`src/rtl/i2c_rd_pkg.sv`:
```
// Shared types for the two-wire read master.
// Assumes: one 8-bit byte per transfer step and a 7-bit target address.
package i2c_rd_pkg;
    localparam int BYTE_W = 8;
    localparam int ADDR_W = 7;

    // Sequencer states; each timed state lasts one half-bit period.
    typedef enum logic [2:0] {
        ST_IDLE,     // bus released, waiting for a start request
        ST_START,    // SDA low while SCL high (START hold)
        ST_BIT_LO,   // SCL low, SDA set up for the current bit
        ST_BIT_HI,   // SCL high, SDA held, sampled at the end
        ST_WAIT,     // SCL held low until software clears irq
        ST_STOP_LO,  // SCL low, SDA low
        ST_STOP_HI,  // SCL high, SDA low (STOP setup)
        ST_FREE      // both released after STOP (bus free time)
    } rd_state_t;
endpackage

```
`src/rtl/i2c_rd_halfbit.sv`:
```
// Half-bit period timer.
// Produces a one-cycle tick every max(half_div,1) cycles while not cleared.
// Assumes: half_div is held stable during a transfer.
module i2c_rd_halfbit #(
    parameter int DIV_W = 12
) (
    input  logic             clk,
    input  logic             rst_n,
    input  logic             clr,
    input  logic [DIV_W-1:0] half_div,
    output logic             tick
);
    logic [DIV_W-1:0] cnt;
    logic [DIV_W-1:0] lim;

    // Terminal count: zero behaves like one cycle per half period.
    always_comb begin
        lim = (half_div == '0) ? '0 : half_div - 1'b1;
    end

    assign tick = !clr && (cnt == lim);

    // Count cycles inside the current half period.
    always_ff @(posedge clk) begin
        if (!rst_n || clr || tick) begin
            cnt <= '0;
        end else begin
            cnt <= cnt + 1'b1;
        end
    end
endmodule

```
`src/rtl/i2c_rd_shifter.sv`:
```
// Byte shift register shared by the address and data phases.
// Loads the outgoing address byte, presents its MSB, and shifts the sampled line in at the LSB.
// Assumes: load and shift are never asserted together.
module i2c_rd_shifter #(
    parameter int W = 8
) (
    input  logic         clk,
    input  logic         rst_n,
    input  logic         load,
    input  logic [W-1:0] load_val,
    input  logic         shift,
    input  logic         ser_in,
    output logic [W-1:0] par,
    output logic         msb
);
    assign msb = par[W-1];

    // Parallel load or MSB-first shift.
    always_ff @(posedge clk) begin
        if (!rst_n) begin
            par <= '0;
        end else if (load) begin
            par <= load_val;
        end else if (shift) begin
            par <= {par[W-2:0], ser_in};
        end
    end
endmodule

```
`src/rtl/i2c_rd_seq.sv`:
```
// Bit and byte sequencer of the read master.
// Walks START, address byte, acknowledge slots, data bytes and STOP.
// Holds SCL low while the event flag is set.
// Assumes: tick comes from a timer that is cleared in IDLE and WAIT,
// so every timed state lasts exactly one half-bit period.
module i2c_rd_seq
    import i2c_rd_pkg::*;
#(
    parameter int CNT_W = 4
) (
    input  logic              clk,
    input  logic              rst_n,
    input  logic              tick,
    input  logic              start_req,
    input  logic              stop_req,
    input  logic              ack_en,
    input  logic              irq_clr,
    input  logic              sda_in,
    input  logic              sh_msb,
    input  logic [BYTE_W-1:0] sh_par,
    output logic              sh_load,
    output logic              sh_shift,
    output logic              div_clr,
    output rd_state_t         state,
    output logic              scl_low,
    output logic              sda_low,
    output logic [BYTE_W-1:0] rx_data,
    output logic              irq,
    output logic              addr_nack,
    output logic              busy
);
    localparam logic [CNT_W-1:0] ACK_SLOT = CNT_W'(BYTE_W);
    localparam logic [CNT_W-1:0] LAST_BIT = CNT_W'(BYTE_W - 1);

    logic [CNT_W-1:0] bit_cnt;
    logic             is_addr;
    logic             ack_q;

    assign busy     = (state != ST_IDLE);
    assign div_clr  = (state == ST_IDLE) || (state == ST_WAIT);
    assign sh_load  = (state == ST_IDLE) && start_req;
    assign sh_shift = (state == ST_BIT_HI) && tick && (bit_cnt != ACK_SLOT);

    // Decode line drives from the registered state.
    always_comb begin
        scl_low = 1'b0;
        sda_low = 1'b0;
        case (state)
            ST_START:   sda_low = 1'b1;
            ST_BIT_LO, ST_BIT_HI: begin
                scl_low = (state == ST_BIT_LO);
                if (bit_cnt == ACK_SLOT) begin
                    sda_low = !is_addr && ack_q;
                end else begin
                    sda_low = is_addr && !sh_msb;
                end
            end
            ST_WAIT:    scl_low = 1'b1;
            ST_STOP_LO: begin
                scl_low = 1'b1;
                sda_low = 1'b1;
            end
            ST_STOP_HI: sda_low = 1'b1;
            default: begin
                scl_low = 1'b0;
                sda_low = 1'b0;
            end
        endcase
    end

    // Main sequencer: state, bit position, results and event flag.
    always_ff @(posedge clk) begin
        if (!rst_n) begin
            state     <= ST_IDLE;
            bit_cnt   <= '0;
            is_addr   <= 1'b0;
            ack_q     <= 1'b0;
            rx_data   <= '0;
            irq       <= 1'b0;
            addr_nack <= 1'b0;
        end else begin
            case (state)
                ST_IDLE: begin
                    if (start_req) begin
                        state     <= ST_START;
                        is_addr   <= 1'b1;
                        bit_cnt   <= '0;
                        addr_nack <= 1'b0;
                    end
                end
                ST_START: begin
                    if (tick) state <= ST_BIT_LO;
                end
                ST_BIT_LO: begin
                    if (tick) state <= ST_BIT_HI;
                end
                ST_BIT_HI: begin
                    if (tick) begin
                        if (bit_cnt == ACK_SLOT) begin
                            if (is_addr) begin
                                addr_nack <= sda_in;
                            end else begin
                                rx_data <= sh_par;
                            end
                            irq   <= 1'b1;
                            state <= ST_WAIT;
                        end else begin
                            if (bit_cnt == LAST_BIT) ack_q <= ack_en;
                            bit_cnt <= bit_cnt + 1'b1;
                            state   <= ST_BIT_LO;
                        end
                    end
                end
                ST_WAIT: begin
                    if (irq_clr) begin
                        irq <= 1'b0;
                        if (stop_req || addr_nack) begin
                            state <= ST_STOP_LO;
                        end else begin
                            state   <= ST_BIT_LO;
                            is_addr <= 1'b0;
                            bit_cnt <= '0;
                        end
                    end
                end
                ST_STOP_LO: begin
                    if (tick) state <= ST_STOP_HI;
                end
                ST_STOP_HI: begin
                    if (tick) state <= ST_FREE;
                end
                default: begin
                    if (tick) state <= ST_IDLE;
                end
            endcase
        end
    end
endmodule

```
`src/rtl/i2c_rd_master.sv`:
```
// Two-wire bus read master (top).
// Ties together the half-bit timer, the byte shifter and the sequencer.
// Assumes: open-drain pads outside; sda_in is the resolved, synchronised line level;
// the target does not stretch the clock and there is no other master.
module i2c_rd_master
    import i2c_rd_pkg::*;
#(
    parameter int DIV_W = 12
) (
    input  logic              clk,
    input  logic              rst_n,
    input  logic [DIV_W-1:0]  half_div,
    input  logic [ADDR_W-1:0] slave_addr,
    input  logic              start_req,
    input  logic              stop_req,
    input  logic              ack_en,
    input  logic              irq_clr,
    input  logic              sda_in,
    output logic              scl_drive_low,
    output logic              sda_drive_low,
    output logic [BYTE_W-1:0] rx_data,
    output logic              irq,
    output logic              addr_nack,
    output logic              busy
);
    localparam int CNT_W = $clog2(BYTE_W + 1);

    logic              tick;
    logic              div_clr;
    logic              sh_load;
    logic              sh_shift;
    logic              sh_msb;
    logic [BYTE_W-1:0] sh_par;
    rd_state_t         seq_state;

    i2c_rd_halfbit #(.DIV_W(DIV_W)) timer_i (
        .clk      (clk),
        .rst_n    (rst_n),
        .clr      (div_clr),
        .half_div (half_div),
        .tick     (tick)
    );

    i2c_rd_shifter #(.W(BYTE_W)) shift_i (
        .clk      (clk),
        .rst_n    (rst_n),
        .load     (sh_load),
        .load_val ({slave_addr, 1'b1}),
        .shift    (sh_shift),
        .ser_in   (sda_in),
        .par      (sh_par),
        .msb      (sh_msb)
    );

    i2c_rd_seq #(.CNT_W(CNT_W)) seq_i (
        .clk       (clk),
        .rst_n     (rst_n),
        .tick      (tick),
        .start_req (start_req),
        .stop_req  (stop_req),
        .ack_en    (ack_en),
        .irq_clr   (irq_clr),
        .sda_in    (sda_in),
        .sh_msb    (sh_msb),
        .sh_par    (sh_par),
        .sh_load   (sh_load),
        .sh_shift  (sh_shift),
        .div_clr   (div_clr),
        .state     (seq_state),
        .scl_low   (scl_drive_low),
        .sda_low   (sda_drive_low),
        .rx_data   (rx_data),
        .irq       (irq),
        .addr_nack (addr_nack),
        .busy      (busy)
    );
endmodule

```
`config.mk`:
```
export PLATFORM = sky130hd
export DESIGN_NAME = i2c_rd_master
export DESIGN_NICKNAME = d
export VERILOG_FILES = /design/src/rtl/i2c_rd_pkg.sv /design/src/rtl/i2c_rd_halfbit.sv /design/src/rtl/i2c_rd_shifter.sv /design/src/rtl/i2c_rd_seq.sv /design/src/rtl/i2c_rd_master.sv
export SDC_FILE = /design/constraint.sdc
export NUM_CORES = 1
export LEC_CHECK = 0
export ABC_AREA = 1
export CORE_MARGIN = 4
export CORE_UTILIZATION = 45
export CTS_CLUSTER_SIZE = 12
export DETAILED_ROUTE_END_ITERATION = 12
export GPL_ROUTABILITY_DRIVEN = 0
export MAX_ROUTING_LAYER = met4
export PLACE_DENSITY = 0.7
export SYNTH_ARGS = -nofsm -noshare
export SYNTH_HDL_FRONTEND = slang
export SYNTH_SLANG_ARGS = --single-unit
```
`constraint.sdc`:
```
create_clock -name clk -period 3.1 [get_ports clk]
set_clock_uncertainty 0.1 [all_clocks]
set_input_delay 0.465 -clock clk [delete_from_list [all_inputs] [get_ports clk]]
set_output_delay 0.465 -clock clk [all_outputs]
set_load 0.02 [all_outputs]
```
==> metrics.cfg <==
[power]
p_leak_nw=1.42
combinationalPowerShare_pct=37.6
swShare_pct=37.7
vdd_drop_max_mv=0.466
internal_power_mw=1.05
powerDensity_mw_per_mm2=534
clkPwrFrac_pct=24.9
pwr-share-seq_pct=37.5
p_sw_uw=634

[synthesis]
synth_fa_ha_area_share_pct=1.92
synth_top_area_cell=dfxtp_1
yosys.area_share.simple_pct=46.0
yosys.cell_types.count=34
syn-num-nets=450
ys_warn_count=0
synthMuxAreaShare_pct=0.770
yosysSeqAreaShare_pct=30.0
yosys-top-cells-area=dfxtp_1 (30%), nand2_1 (16%), nor2_1 (10%), inv_1 (8.4%), nand3_1 (6.0%)
synth_compound_area_share_pct=8.28
synth_area_per_cell_um2=6.19
synth_top_family_by_area=simple AND/OR/NAND/NOR gates
synthXorXnorAreaFrac_pct=2.02
synth_seq_cells=39
synth_cells=420
synthesis.area_mm2=0.00260
yosysTopAreaCellShare_pct=30.0

[clock_network]
cts_resized=0
cts_tree=yes
cts_max_path_buffers=2
clkSlewWorstSetupHoldPaths_ps=80
numCtsBuffers=5
clkLatencyLatePin_ps=290
postCtsSetupRepairBufs=0
cts_hold_buf=0
htreeDepth=2
root_buffer=clkbuf_8
cts_sinks=39

[layout]
nets=490
fin_cells=533
areaGrowthSynthToFinish_pct=21.2
nFillCells=567
layout-drive-gt1-share_pct=8.46
antenna_cells=0

[global_route]
met2_usage_pct=28.9
top_usage_layer=met2
antenna_found_initial=0
grt_overflow=0
grt_max_degree=23
grt_pass1_vias=2375
track_usage_pct=17.2
grtUsageMet1_pct=21.2
grt.met3_usage_pct=3.85
grt_pass1_wl_mm=10.1

[floorplanning]
die-area_mm2=0.00706
pin_count=39
design.core.area_mm2=0.00554
die_y_um=84.0
rows=27
fp.dieW_um=84.0
start_util_pct=46.9

[routing]
antenna_left=0
avgViaCountPerCell=4.84
firstDrtPassIters=4
routedWlPerCell_um=10.5
first_iter_violations=118
wl_mm=5.59
drc_errors=0
vias=2580

[timing]
setup_viol=0
period_needed_ps=2770
slew_viol_final=0
tns_ps=0
min_period_over_period_pct=89.4
worstMarginPinSlew_ps=536
clock.fmax_mhz=361
hold_viol=0
rsz0062_at_grt=false
worst_slack_ps=330
slew_headroom_pct=64.2

[worst_setup_path]
crit_fanout=22
arrival_ps=2850
ff2ff_path_depth=9
cp.required_ps=3180
worstSetupPathType=input port to flip-flop
startpoint_type=input port
cp-end-kind=flip-flop

[placement]
portBuffers=38
dpl.hpwl_mm=4.52
placedCellCount=525
place_worst_setup_slack_ps=25.5

[run]
maxCapViolCount=0

[hold_path]
min_path_type=flip-flop to flip-flop
whs_path_depth=2

[outcome]
status=finished, final reports clean

==> through the flow <==
step / utilization [%] / cell area [µm²] / power (mW) / hold slack, ps
finish: 56.9 / 3150 / 1.68 / 348
global route: 56.9 / 3150 / 1.82 / 377
CTS: 56.9 / 3150 / 1.70 / 353
detailed placement: 54.9 / 3040 / 1.28 / 340
global placement: 54.9 / 3040 / 1.27 / 342
floorplan: - / 2600 / 1.10 / 330
==> layout make-up <==
cell class / count / area [µm²] / share of cell area, %
multi-input cells: 311 / 1530 / 48.6
flip-flops and latches: 39 / 781 / 24.8
repair buffers: 41 / 403 / 12.8
inverters: 62 / 233 / 7.38
well taps: 72 / 90.1 / 2.86
clock buffers: 5 / 68.8 / 2.18
clock inverters: 3 / 43.8 / 1.39
==> sequential cells by signal, indices dropped and copies added, names as in the netlist <==
register / cells
timer_i.cnt: 12
seq_i.rx_data: 8
shift_i.par: 8
seq_i.bit_cnt: 4
seq_i.state: 3
seq_i.ack_q: 1
seq_i.addr_nack: 1
seq_i.irq: 1
seq_i.is_addr: 1
==> power groups by stage <==
stage	combinational [mW]	sequential [mW]	clock, mW
final	0.633	0.630	0.419
after global routing	0.729	0.639	0.454
after CTS	0.640	0.630	0.432
after detailed placement	0.634	0.641	0
after global placement	0.631	0.639	0
after floorplan	0.483	0.614	0
==> synth_stat cells (all sizes together) <==
library cell,instances
or2,3
nand3,35
clkbuf,2
dfxtp,39
xor2,6
a211oi,1
a31oi,2
inv,62
nand4,15
a21oi,14
nor3,7
nor3b,3
o21bai,1
buf,6
o211ai,1
nand2,116
ha,4
mux2i,2
o21ai,21
nor2,78
nand3b,2
==> worst paths after layout <==
kind | to | slack (ps) | startpoint
worst min register to register | seq_i.irq$_SDFFE_PN0P_ | 350 | seq_i.irq$_SDFFE_PN0P_
worst max-delay path | seq_i.rx_data[3]$_SDFFE_PN0P_ | 330 | half_div[1]
worst min-delay path | seq_i.irq$_SDFFE_PN0P_ | 350 | seq_i.irq$_SDFFE_PN0P_
worst max register to register | seq_i.bit_cnt[0]$_SDFFE_PN0P_ | 910 | seq_i.state[1]$_SDFFE_PN0P_
==> metal layers <==
metal,up-vias,part of all wire (%),routed length [µm]
li1,1405,-,-
met1,1131,48,2700
met2,40,47,2640
met3,4,3.8,210
met4,0,0.72,40
met5,-,0,0
==> cells in the final DEF (no fill, tap or decap), types with 3 or more instances in the layout <==
cell type / instances
a21oi_1: 14
buf_4: 3
clkbuf_8: 5
clkdlybuf4s50_1: 38
dfxtp_1: 39
ha_1: 4
inv_1: 58
inv_2: 4
nand2_1: 111
nand2_2: 4
nand3_1: 31
nand3_2: 4
nand4_1: 14
nor2_1: 71
nor2_2: 5
nor3_1: 6
o21ai_0: 18
o21ai_1: 3
or2_2: 3
xor2_1: 6
==> critical path, stage by stage <==
cell and delay [ps]:
clkdlybuf4s50_1 500, inv_1 50, ha_1 200, nand2_2 140, nor2_4 60, nand2_4 180, nand2_1 70, nand2_1 60
nand2_1 50, nor2_2 140, nand3_2 110, nor2_4 120, nand2_2 110, inv_2 120, nand3_2 130, o21ai_0 270
nor2_1 60
==> kinds of logic (layout without fill, tap and decap cells) <==
logic type	Yosys count	count (layout)
buf+inv	70	111
compound gates	40	40
fa+ha+maj	4	4
xor+xnor	6	6
flops	39	39
mux	2	2
simple gates	259	259
Note: power is estimated with default switching activity, not from simulation.
